==> src/rtl/hz_pkg.sv <==
`timescale 1ns/1ps
package hz_pkg;
    // Operand source code; the bit positions are decoded by the ALU input muxes.
    typedef enum logic [1:0] {
        SRC_REGFILE = 2'b00,
        SRC_WB      = 2'b01,
        SRC_MEM     = 2'b10
    } opnd_src_e;
endpackage

==> src/rtl/hz_operand_sel.sv <==
`timescale 1ns/1ps
module hz_operand_sel
    import hz_pkg::*;
#(
    parameter int AW = 5
) (
    input  logic [AW-1:0] src,
    input  logic [AW-1:0] mem_rd,
    input  logic          mem_we,
    input  logic [AW-1:0] wb_rd,
    input  logic          wb_we,
    output opnd_src_e     sel
);
    logic mem_hit_d;
    logic wb_hit_d;

    always_comb begin
        mem_hit_d = mem_we && (mem_rd != '0) && (mem_rd == src);
        wb_hit_d  = wb_we  && (wb_rd  != '0) && (wb_rd  == src);
        // Younger result first: it supersedes the older one for the same register.
        if (mem_hit_d) begin
            sel = SRC_MEM;
        end else if (wb_hit_d) begin
            sel = SRC_WB;
        end else begin
            sel = SRC_REGFILE;
        end
    end
endmodule

==> src/rtl/hz_loaduse_detect.sv <==
`timescale 1ns/1ps
module hz_loaduse_detect #(
    parameter int AW   = 5,
    parameter int NSRC = 2
) (
    input  logic [NSRC-1:0][AW-1:0] src,
    input  logic [NSRC-1:0]         src_use,
    input  logic [AW-1:0]           ld_rd,
    input  logic                    ld_we,
    input  logic                    ld_mem_rd,
    output logic                    hazard
);
    logic [NSRC-1:0] hit_d;
    logic            ld_live_d;

    assign ld_live_d = ld_mem_rd && ld_we && (ld_rd != '0);

    for (genvar i = 0; i < NSRC; i++) begin : g_src
        assign hit_d[i] = src_use[i] && (src[i] == ld_rd);
    end

    assign hazard = ld_live_d && (|hit_d);
endmodule

==> src/rtl/hazard_ctrl.sv <==
`timescale 1ns/1ps
module hazard_ctrl
    import hz_pkg::*;
#(
    parameter int AW = 5
) (
    input  logic [AW-1:0] ifid_rs1,
    input  logic [AW-1:0] ifid_rs2,
    input  logic          ifid_rs1_use,
    input  logic          ifid_rs2_use,
    input  logic [AW-1:0] idex_rs1,
    input  logic [AW-1:0] idex_rs2,
    input  logic [AW-1:0] idex_rd,
    input  logic          idex_we,
    input  logic          idex_mem_rd,
    input  logic [AW-1:0] exmem_rd,
    input  logic          exmem_we,
    input  logic [AW-1:0] memwb_rd,
    input  logic          memwb_we,
    output logic [1:0]    fwd_a,
    output logic [1:0]    fwd_b,
    output logic          pc_en,
    output logic          ifid_en,
    output logic          idex_flush
);
    localparam int NOPS = 2;

    typedef struct packed {
        logic                  pc_en;
        logic                  ifid_en;
        logic                  idex_flush;
        logic [NOPS-1:0][1:0]  fwd;
    } ctrl_t;

    logic [NOPS-1:0][AW-1:0] ex_src_d;
    logic [NOPS-1:0][AW-1:0] id_src_d;
    logic [NOPS-1:0]         id_use_d;
    opnd_src_e               sel_d [NOPS];
    logic                    stall_d;
    ctrl_t                   ctrl_d;

    assign ex_src_d = {idex_rs2, idex_rs1};
    assign id_src_d = {ifid_rs2, ifid_rs1};
    assign id_use_d = {ifid_rs2_use, ifid_rs1_use};

    for (genvar k = 0; k < NOPS; k++) begin : g_opnd
        hz_operand_sel #(.AW(AW)) u_sel (
            .src    (ex_src_d[k]),
            .mem_rd (exmem_rd),
            .mem_we (exmem_we),
            .wb_rd  (memwb_rd),
            .wb_we  (memwb_we),
            .sel    (sel_d[k])
        );
    end

    hz_loaduse_detect #(.AW(AW), .NSRC(NOPS)) u_ld (
        .src       (id_src_d),
        .src_use   (id_use_d),
        .ld_rd     (idex_rd),
        .ld_we     (idex_we),
        .ld_mem_rd (idex_mem_rd),
        .hazard    (stall_d)
    );

    always_comb begin
        ctrl_d            = '0;
        ctrl_d.pc_en      = !stall_d;
        ctrl_d.ifid_en    = !stall_d;
        ctrl_d.idex_flush = stall_d;
        for (int k = 0; k < NOPS; k++) begin
            ctrl_d.fwd[k] = sel_d[k];
        end
    end

    assign fwd_a      = ctrl_d.fwd[0];
    assign fwd_b      = ctrl_d.fwd[1];
    assign pc_en      = ctrl_d.pc_en;
    assign ifid_en    = ctrl_d.ifid_en;
    assign idex_flush = ctrl_d.idex_flush;
endmodule

==> config.mk <==
export PLATFORM = sky130hd
export DESIGN_NAME = hazard_ctrl
export DESIGN_NICKNAME = d
export VERILOG_FILES = /design/src/rtl/hz_pkg.sv /design/src/rtl/hz_operand_sel.sv /design/src/rtl/hz_loaduse_detect.sv /design/src/rtl/hazard_ctrl.sv
export SDC_FILE = /design/constraint.sdc
export NUM_CORES = 1
export LEC_CHECK = 0
export BUFFER_PORTS_ARGS = -buffer_cell sky130_fd_sc_hd__buf_2
export CAP_MARGIN = 10
export CORE_AREA = 8 8 45 47
export DETAILED_ROUTE_END_ITERATION = 7
export DIE_AREA = 0 0 53 55
export PLACE_DENSITY = 0.78
export SYNTH_ARGS = -nofsm -noshare
export SYNTH_HDL_FRONTEND = slang
export SYNTH_HIERARCHICAL = 1
export SYNTH_SLANG_ARGS = --single-unit
export TNS_END_PERCENT = 30
==> constraint.sdc <==
create_clock -name vclk -period 1.5
set_clock_uncertainty 0.05 [all_clocks]
set_input_delay 0.075 -clock vclk [all_inputs]
set_output_delay 0.075 -clock vclk [all_outputs]
set_load 0.005 [all_outputs]
==> run summary, run 1 <==
=================================================================================
Max Slew Vio Count .................................................            0
Width of the die ...................................................        53 um
Die boundary height ................................................        55 um
Post-CTS setup buffers .............................................            0
Vias per inst ......................................................         5.13
Maximum achievable frequency .......................................      778 MHz
Kind of end point of the critical path ............................. primary output
Path category of the worst min-delay check ......................... primary input to primary output
Combined global-route utilization of all metal layers ..............        0.120
Critical path class ................................................ primary input to primary output
Drt initial violations .............................................            4
Routed WL ..........................................................      1790 um
Setup Viol. Count Final ............................................            0
Proportion of netlist area held by the largest area contributor ....        0.264
Clkbuf count .......................................................            0
Portion of the post-synthesis area used by sequential elements .....            0
Most instantiated library cell after synthesis ..................... sky130_fd_sc_hd__xor2_1
Average wire per cell in the routed design .........................      14.6 um
Critical path peak fanout ..........................................            3
Cell Rows ..........................................................           14
Measured slew at the worst slew-check pin ..........................     0.281 ns
Number of hold violations in the final report ......................            0
Delay of the slowest cell on the worst path ........................      0.27 ns
CP top delay family ................................................ simple AND/OR/NAND/NOR gates
Count of cell types in the netlist .................................           15
First-pass GRT wire length .........................................      2810 um
Combined flip-flop and latch cell area .............................        0 um2
Net count of the mapped netlist ....................................          102
DRT antenna net count ..............................................            0
Outcome ............................................................ finished clean
Most Frequent Cell on Critical Path ................................ sky130_fd_sc_hd__buf_2
Max VDD drop .......................................................       136 uV
Most area-consuming cells after synthesis .......................... sky130_fd_sc_hd__xor2_1, sky130_fd_sc_hd__xnor2_1, sky130_fd_sc_hd__o41ai_2
Post-detailed-route DRC marker count ...............................            0
Post-CTS Resized ...................................................            0
Placed wire-length estimate after detailed placement ...............      1630 um
Final instance area ................................................      702 um2
Fin nets ...........................................................          149
Starting density of the core .......................................        0.335
# diodes ...........................................................            0
Instance area after placement ......................................      702 um2
I/O Buffers ........................................................           48
Largest net degree at the start of global routing ..................            5
Number of max-capacitance violations reported ......................            0
Total of hold buffers inserted after clock tree synthesis ..........            0
Library cell occupying the most area in the post-synthesis netlist . sky130_fd_sc_hd__xor2_1
Number of instances in the synthesized netlist .....................           61
Static leakage .....................................................     0.323 nW
GP Congestion ......................................................        0.903
Sequential cell count ..............................................            0
Global route total overflow ........................................            0
Area enclosed by the die boundary ..................................     2920 um2
Startpoint type of the worst setup path ............................ primary input
Area growth, synth to finish .......................................        51.2%
Floorplan core area ................................................     1380 um2
Ordered cell list for the critical path ............................ buf_2, xor2_1, nor4_1, nand3_1, a21oi_1, inv_1, buf_2
Relative slew slack ................................................        0.811
Power per unit of standard cell area ...............................   256 nW/um2
Mean post-synth cell area ..........................................     7.61 um2
Critical path data arrival time ....................................      1.16 ns
Setup_tns ..........................................................         0 ns
Initial antenna violation count ....................................            0
Synth warn .........................................................            6
Via count of the first global-routing pass .........................          700
Required time at the worst-slack endpoint ..........................      1.37 ns
Setup repair after global routing missed its margin ................        false
Ratio of final minimum period to clock period ......................        0.857
Fraction of layout instances using a drive strength above 1 ........        0.519
Detailed-routing iteration count for the pre-antenna-repair pass ...            3
Commonest cells in the synthesized netlist ......................... sky130_fd_sc_hd__xor2_1, sky130_fd_sc_hd__xnor2_1, sky130_fd_sc_hd__nand3_1
Slowest stage cell, crit path ...................................... sky130_fd_sc_hd__nor4_1
Post-Synthesis Cell Area ...........................................      464 um2
Clock period minus final worst setup slack .........................      1.29 ns
Critical path buffer and inverter count ............................            3
Total number of vias ...............................................          626
I/O pins ...........................................................           48
=================================================================================
[through the flow]
stage | worst slack (ns) | utilization | instances | hold WS, ns | power (W)
2_1_floorplan | 0.374 | - | 61 | 0.183 | 0.0000810
3_3_place_gp | 0.287 | 0.507 | 122 | 0.411 | 0.000173
3_5_place_dp | 0.206 | 0.507 | 122 | 0.431 | 0.000180
4_1_cts | 0.204 | 0.507 | 122 | 0.435 | 0.000181
5_1_grt | 0.0651 | 0.507 | 122 | 0.456 | 0.000199
6_report | 0.214 | 0.507 | 122 | 0.435 | 0.000180
[placed cells by master, fill, tap and decap left out]
| cell type | n |
|---|---|
| sky130_fd_sc_hd__a211oi_2 | 2 |
| sky130_fd_sc_hd__a21oi_1 | 3 |
| sky130_fd_sc_hd__buf_2 | 48 |
| sky130_fd_sc_hd__inv_1 | 1 |
| sky130_fd_sc_hd__nand2_1 | 4 |
| sky130_fd_sc_hd__nand3_1 | 6 |
| sky130_fd_sc_hd__nor2_1 | 2 |
| sky130_fd_sc_hd__nor3_1 | 4 |
| sky130_fd_sc_hd__nor3_2 | 2 |
| sky130_fd_sc_hd__nor4_1 | 4 |
| sky130_fd_sc_hd__o211ai_2 | 1 |
| sky130_fd_sc_hd__o41ai_2 | 2 |
| sky130_fd_sc_hd__or4_1 | 1 |
| sky130_fd_sc_hd__xnor2_1 | 12 |
| sky130_fd_sc_hd__xor2_1 | 14 |
[final timing paths]
| path | slack, ns | cells past startpoint | start | to |
|---|---|---|---|---|
| setup / recovery | 0.21 | 7 | idex_rd[3] | ifid_en |
| hold / removal | 0.44 | 4 | idex_mem_rd | idex_flush |
[tightest hold or removal path, stage by stage]
cell and delay [ns]:
sky130_fd_sc_hd__buf_2 0.11, sky130_fd_sc_hd__o211ai_2 0.05, sky130_fd_sc_hd__a21oi_1 0.05, sky130_fd_sc_hd__buf_2 0.12
[final cells by class]
cell class,instances,area [um2]
fill,141,682
inverter,1,3.75
multi-input combinational,57,438
tap,16,20.0
timing repair buffer,48,240
[per-layer routing]
metal,vias up,part of all wire,GRT usage
li1,308,-,-
met1,276,0.36,0.118
met2,40,0.49,0.242
met3,2,0.15,0.0401
met4,0,0.0078,0.0129
met5,-,0,0
[logic make-up (layout without fill, tap and decap cells)]
logic type / count (synthesis) / after routing / share of synthesized area
and+or+nand+nor: 23 / 23 / 0.270
buffers and inverters: 4 / 49 / 0.0566
AOI/OAI and AO/OA: 8 / 8 / 0.183
xor gates and xnor gates: 26 / 26 / 0.491
[report_power, final]
part	switching, W	leakage, nW	internal (W)
combinational	0.0000893	0.323	0.0000906
clock	0	0	0
sequential	0	0	0
total	0.0000893	0.323	0.0000906
Power figures use the tool's default switching activity.
==> inputs of run 2 (changes only) <==
- CELL_PAD_IN_SITES_DETAIL_PLACEMENT: not set -> 1
- CELL_PAD_IN_SITES_GLOBAL_PLACEMENT: not set -> 2
- CORE_AREA: 8 8 45 47 -> not set
- CORE_MARGIN: not set -> 8
- CORE_UTILIZATION: not set -> 18
- DIE_AREA: 0 0 53 55 -> not set
- PLACE_DENSITY: 0.78 -> 0.86
==> run summary, run 2 (synthesis results as in run 1) <==
===============================================================================
Outcome .......................................................... finished clean   unchanged
Clock period minus final worst setup slack .......................      1.28 ns   was 1.29 ns
DRT antenna net count ............................................            0   unchanged
Instance area after placement ....................................      719 um2   was 702 um2
Delay of the slowest cell on the worst path ......................      0.27 ns   about the same
Max Slew Vio Count ...............................................            0   unchanged
Power per unit of standard cell area .............................   256 nW/um2   about the same
Reported net switching power .....................................  0.0000936 W   was 0.0000893 W
Critical path buffer and inverter count ..........................            3   unchanged
Post-CTS setup buffers ...........................................            0   unchanged
Number of hold violations in the final report ....................            0   unchanged
Critical path class .............................................. primary input to primary output   unchanged
Maximum achievable frequency .....................................      784 MHz   was 778 MHz
Register share of total power ....................................            0   about the same
Starting density of the core .....................................        0.189   was 0.335
Combined flip-flop and latch cell area ...........................        0 um2   unchanged
Initial antenna violation count ..................................            0   unchanged
Via count of the first global-routing pass .......................          730   was 700
Leading cell types in the layout, fill and taps excluded ......... sky130_fd_sc_hd__buf_2, sky130_fd_sc_hd__xor2_1, sky130_fd_sc_hd__xnor2_1   unchanged
Capture endpoint of the worst hold path ..........................   idex_flush   unchanged
Number of max-capacitance violations reported ....................            0   unchanged
Slowest stage cell, crit path .................................... sky130_fd_sc_hd__nor4_1   unchanged
Average wire per cell in the routed design .......................      15.5 um   was 14.6 um
Required time at the worst-slack endpoint ........................      1.37 ns   about the same
Most Frequent Cell on Critical Path .............................. sky130_fd_sc_hd__buf_2   unchanged
# diodes .........................................................            0   unchanged
Min-Delay Startpoint .............................................  idex_mem_rd   unchanged
Filler Cell Count ................................................          324   was 141
Area enclosed by the die boundary ................................     4460 um2   was 2920 um2
Switch share .....................................................        0.508   was 0.497
Largest net degree at the start of global routing ................            5   unchanged
Critical path data arrival time ..................................      1.15 ns   was 1.16 ns
Fin nets .........................................................          149   unchanged
Most common cell after layout, fill and taps aside ............... sky130_fd_sc_hd__buf_2   unchanged
Setup_tns ........................................................         0 ns   unchanged
Detailed-routing iteration count for the pre-antenna-repair pass .            2   was 3
Global route total overflow ......................................            0   unchanged
First-pass GRT wire length .......................................      3370 um   was 2810 um
Placed wire-length estimate after detailed placement .............      1940 um   was 1630 um
Routed WL ........................................................      2110 um   was 1790 um
I/O pins .........................................................           48   unchanged
Internal power ...................................................  0.0000906 W   about the same
Clock network fraction of total power ............................            0   about the same
Sequential cell count ............................................            0   unchanged
Total number of vias .............................................          634   was 626
Post-CTS Resized .................................................            0   unchanged
Relative slew slack ..............................................        0.760   was 0.811
Kind of end point of the critical path ........................... primary output   unchanged
Width of the die .................................................      66.8 um   was 53 um
Ordered cell list for the critical path .......................... buf_2, xor2_1, nor4_1, nand3_1, a21oi_1, inv_1, buf_2   unchanged
Drt initial violations ...........................................            8   was 4
Path category of the worst min-delay check ....................... primary input to primary output   unchanged
Max VDD drop .....................................................       114 uV   was 136 uV
Slack of the critical path .......................................     0.225 ns   was 0.214 ns
Setup repair after global routing missed its margin ..............        false   unchanged
Fraction of layout instances using a drive strength above 1 ......        0.519   unchanged
Clkbuf count .....................................................            0   unchanged
Hold Path Stages .................................................            4   unchanged
Combinational share of power .....................................        1.000   about the same
Post-detailed-route DRC marker count .............................            0   unchanged
GP Congestion ....................................................        0.871   was 0.903
Total of hold buffers inserted after clock tree synthesis ........            0   unchanged
CP top delay family .............................................. simple AND/OR/NAND/NOR gates   unchanged
Area growth, synth to finish .....................................        55.0%   was 51.2%
Floorplan core area ..............................................     2450 um2   was 1380 um2
Critical path peak fanout ........................................            3   unchanged
Measured slew at the worst slew-check pin ........................     0.357 ns   was 0.281 ns
Static leakage ...................................................     0.323 nW   unchanged
Worst setup slack after placement ................................     0.230 ns   was 0.206 ns
Startpoint type of the worst setup path .......................... primary input   unchanged
Die boundary height ..............................................      66.8 um   was 55 um
Setup Viol. Count Final ..........................................            0   unchanged
I/O Buffers ......................................................           48   unchanged
Vias per inst ....................................................         4.66   was 5.13
Final instance area ..............................................      719 um2   was 702 um2
Cell Rows ........................................................           18   was 14
Ratio of final minimum period to clock period ....................        0.850   was 0.857
Combined global-route utilization of all metal layers ............       0.0912   was 0.120
===============================================================================
[run 2: worst max-delay path by stage]
stage | start | cells past startpoint | endpoint
after global placement | idex_rd[3] | 6 | ifid_en
after CTS | idex_rd[4] | 7 | pc_en
after detailed placement | idex_rd[4] | 7 | pc_en
final | idex_rd[4] | 7 | pc_en
after floorplan | idex_rd[3] | 5 | pc_en
after global routing | idex_rd[4] | 7 | pc_en
[run 2: cell type report]
cell class / count / area (um2) / share of cell area
multi-input cells: 57 / 438 / 0.609
repair buffers: 48 / 240 / 0.334
well taps: 30 / 37.5 / 0.0522
inverters: 1 / 3.75 / 0.00522
[run 2: per-stage QoR]
stage                     utilization  std cells  power [W]  hold WS (ns)
final                           0.293        136   0.000184         0.426
after CTS                       0.293        136   0.000186         0.426
after global placement          0.293        136   0.000177         0.421
after floorplan                     -         61  0.0000810         0.183
after detailed placement        0.293        136   0.000185         0.426
after global routing            0.293        136   0.000205         0.449
[run 2: power groups by stage]
stage,logic (W),clock network (W),registers [W]
final,0.000184,0,0
after global routing,0.000205,0,0
after CTS,0.000186,0,0
after detailed placement,0.000185,0,0
after global placement,0.000177,0,0
after floorplan,0.0000810,0,0
[run 2: layer usage]
metal  wire length (um)  part of all wire  track usage
met1                848              0.40        0.105
met2               1000              0.47        0.171
met3                258              0.12       0.0252
met4                  0                 0            0
met5                  0                 0            0
==> inputs of run 3 (changes only) <==
- CELL_PAD_IN_SITES_DETAIL_PLACEMENT: 1 -> 0
- CELL_PAD_IN_SITES_GLOBAL_PLACEMENT: 2 -> 1
- CORE_UTILIZATION: 18 -> 25
- PLACE_DENSITY: 0.86 -> 0.87
==> run summary, run 3 (synthesis results as in run 1) <==
===============================================================================
Outcome .......................................................... finished clean   unchanged
Total number of vias .............................................          595   was 634
Static leakage ...................................................     0.323 nW   unchanged
First-pass GRT wire length .......................................      2780 um   was 3370 um
Source of the critical timing path ...............................   idex_rd[3]   was idex_rd[4]
Fin nets .........................................................          149   unchanged
Sequential cell count ............................................            0   unchanged
Hold Worst Slack .................................................     0.429 ns   was 0.426 ns
Path category of the worst min-delay check ....................... primary input to primary output   unchanged
Average wire per cell in the routed design .......................      13.0 um   was 15.5 um
Combinational share of power .....................................        1.000   about the same
I/O pins .........................................................           48   unchanged
Width of the die .................................................      59.1 um   was 66.8 um
Measured slew at the worst slew-check pin ........................     0.322 ns   was 0.357 ns
Required time at the worst-slack endpoint ........................      1.37 ns   about the same
Power after layout ...............................................   0.000176 W   was 0.000184 W
Placed wire-length estimate after detailed placement .............      1580 um   was 1940 um
Starting density of the core .....................................        0.266   was 0.189
Area growth, synth to finish .....................................        53.6%   was 55.0%
Fraction of layout instances using a drive strength above 1 ......        0.519   unchanged
Power per unit of standard cell area .............................   247 nW/um2   was 256 nW/um2
Most Frequent Cell on Critical Path .............................. sky130_fd_sc_hd__buf_2   unchanged
Register share of total power ....................................            0   about the same
Initial antenna violation count ..................................            0   unchanged
Combined flip-flop and latch cell area ...........................        0 um2   unchanged
Drt initial violations ...........................................           12   was 8
Setup Viol. Count Final ..........................................            0   unchanged
Number of max-capacitance violations reported ....................            0   unchanged
Critical path data arrival time ..................................      1.15 ns   about the same
Clock period minus final worst setup slack .......................      1.28 ns   about the same
Most common cell after layout, fill and taps aside ............... sky130_fd_sc_hd__buf_2   unchanged
Die boundary height ..............................................      59.1 um   was 66.8 um
Routed WL ........................................................      1700 um   was 2110 um
Max VDD drop .....................................................       120 uV   was 114 uV
Ratio of final minimum period to clock period ....................        0.853   was 0.850
Floorplan core area ..............................................     1750 um2   was 2450 um2
Switch share .....................................................        0.486   was 0.508
Startpoint type of the worst setup path .......................... primary input   unchanged
Worst path depth .................................................            6   was 7
Maximum achievable frequency .....................................      782 MHz   was 784 MHz
Delay of the slowest cell on the worst path ......................      0.55 ns   was 0.27 ns
CP top delay family .............................................. simple AND/OR/NAND/NOR gates   unchanged
Instance area after placement ....................................      713 um2   was 719 um2
Filler Cell Count ................................................          185   was 324
Number of hold violations in the final report ....................            0   unchanged
Slowest stage cell, crit path .................................... sky130_fd_sc_hd__or4_1   was sky130_fd_sc_hd__nor4_1
Critical path peak fanout ........................................            3   unchanged
Largest net degree at the start of global routing ................            5   unchanged
Area enclosed by the die boundary ................................     3490 um2   was 4460 um2
Relative slew slack ..............................................        0.783   was 0.760
Max Slew Vio Count ...............................................            0   unchanged
Min-Delay Startpoint .............................................  idex_mem_rd   unchanged
Clkbuf count .....................................................            0   unchanged
Share of the core filled with cells in the final layout ..........        0.409   was 0.293
I/O Buffers ......................................................           48   unchanged
Ordered cell list for the critical path .......................... buf_2, or4_1, o211ai_2, a21oi_1, inv_1, buf_2   was buf_2, xor2_1, nor4_1, nand3_1, a21oi_1, inv_1, buf_2
Setup repair after global routing missed its margin ..............        false   unchanged
Internal power ...................................................  0.0000905 W   was 0.0000906 W
Critical path buffer and inverter count ..........................            3   unchanged
Combined global-route utilization of all metal layers ............       0.0943   was 0.0912
Post-CTS setup buffers ...........................................            0   unchanged
Total of hold buffers inserted after clock tree synthesis ........            0   unchanged
Cell Rows ........................................................           15   was 18
Critical path class .............................................. primary input to primary output   unchanged
Reported net switching power .....................................  0.0000856 W   was 0.0000936 W
# diodes .........................................................            0   unchanged
GP Congestion ....................................................        0.847   was 0.871
Kind of end point of the critical path ........................... primary output   unchanged
Clock network fraction of total power ............................            0   about the same
Post-detailed-route DRC marker count .............................            0   unchanged
DRT antenna net count ............................................            0   unchanged
Via count of the first global-routing pass .......................          647   was 730
Final instance area ..............................................      713 um2   was 719 um2
Hold Path Stages .................................................            4   unchanged
Critical path capture point ......................................      ifid_en   was pc_en
Global route total overflow ......................................            0   unchanged
Detailed-routing iteration count for the pre-antenna-repair pass .            4   was 2
Leading cell types in the layout, fill and taps excluded ......... sky130_fd_sc_hd__buf_2, sky130_fd_sc_hd__xor2_1, sky130_fd_sc_hd__xnor2_1   unchanged
Post-CTS Resized .................................................            0   unchanged
Setup_tns ........................................................         0 ns   unchanged
Vias per inst ....................................................         4.54   was 4.66
===============================================================================
==> run 3: cell counts in the layout (fill, tap and decap cells not counted) <==
No cell type changed its count.
==> run 3: layout make-up <==
type / count / area [um2] / share of cell area
Inverter: 1 / 3.75 / 0.00526
Multi-Input combinational cell: 57 / 438 / 0.614
Tap cell: 25 / 31.3 / 0.0439
Timing Repair Buffer: 48 / 240 / 0.337
==> run 3: layer usage <==
layer | wire length (um) | part of all wire | GRT usage
met5 | 0 | 0 | 0
met1 | 687 | 0.40 | 0.106
met2 | 750 | 0.44 | 0.171
met3 | 261 | 0.15 | 0.0369
met4 | 0 | 0 | 0
==> run 3: power by group through the flow <==
stage	Clock, W	Combinational [W]	Sequential (W)
CTS	0	0.000178	0
finish	0	0.000176	0
global route	0	0.000195	0
detailed placement	0	0.000177	0
floorplan	0	0.0000810	0
global placement	0	0.000173	0
==> run 3: stage by stage <==
| stage | setup slack, ns | instances |
|---|---|---|
| 4_1_cts | 0.225 | 131 |
| 2_1_floorplan | 0.374 | 61 |
| 5_1_grt | 0.125 | 131 |
| 3_3_place_gp | 0.277 | 131 |
| 6_report | 0.221 | 131 |
| 3_5_place_dp | 0.230 | 131 |
==> run 3: worst min path at each step <==
stage                     slack [ns]          to
after floorplan                 0.18  idex_flush
final                           0.43  idex_flush
after global routing            0.46  idex_flush
after global placement          0.41  idex_flush
after CTS                       0.43  idex_flush
after detailed placement        0.43  idex_flush
==> run 3: worst min-delay path, delay by kind of cell <==
kind,cells,cell delay [ns]
AOI/OAI and AO/OA,2,0.10
buffers and inverters,2,0.22
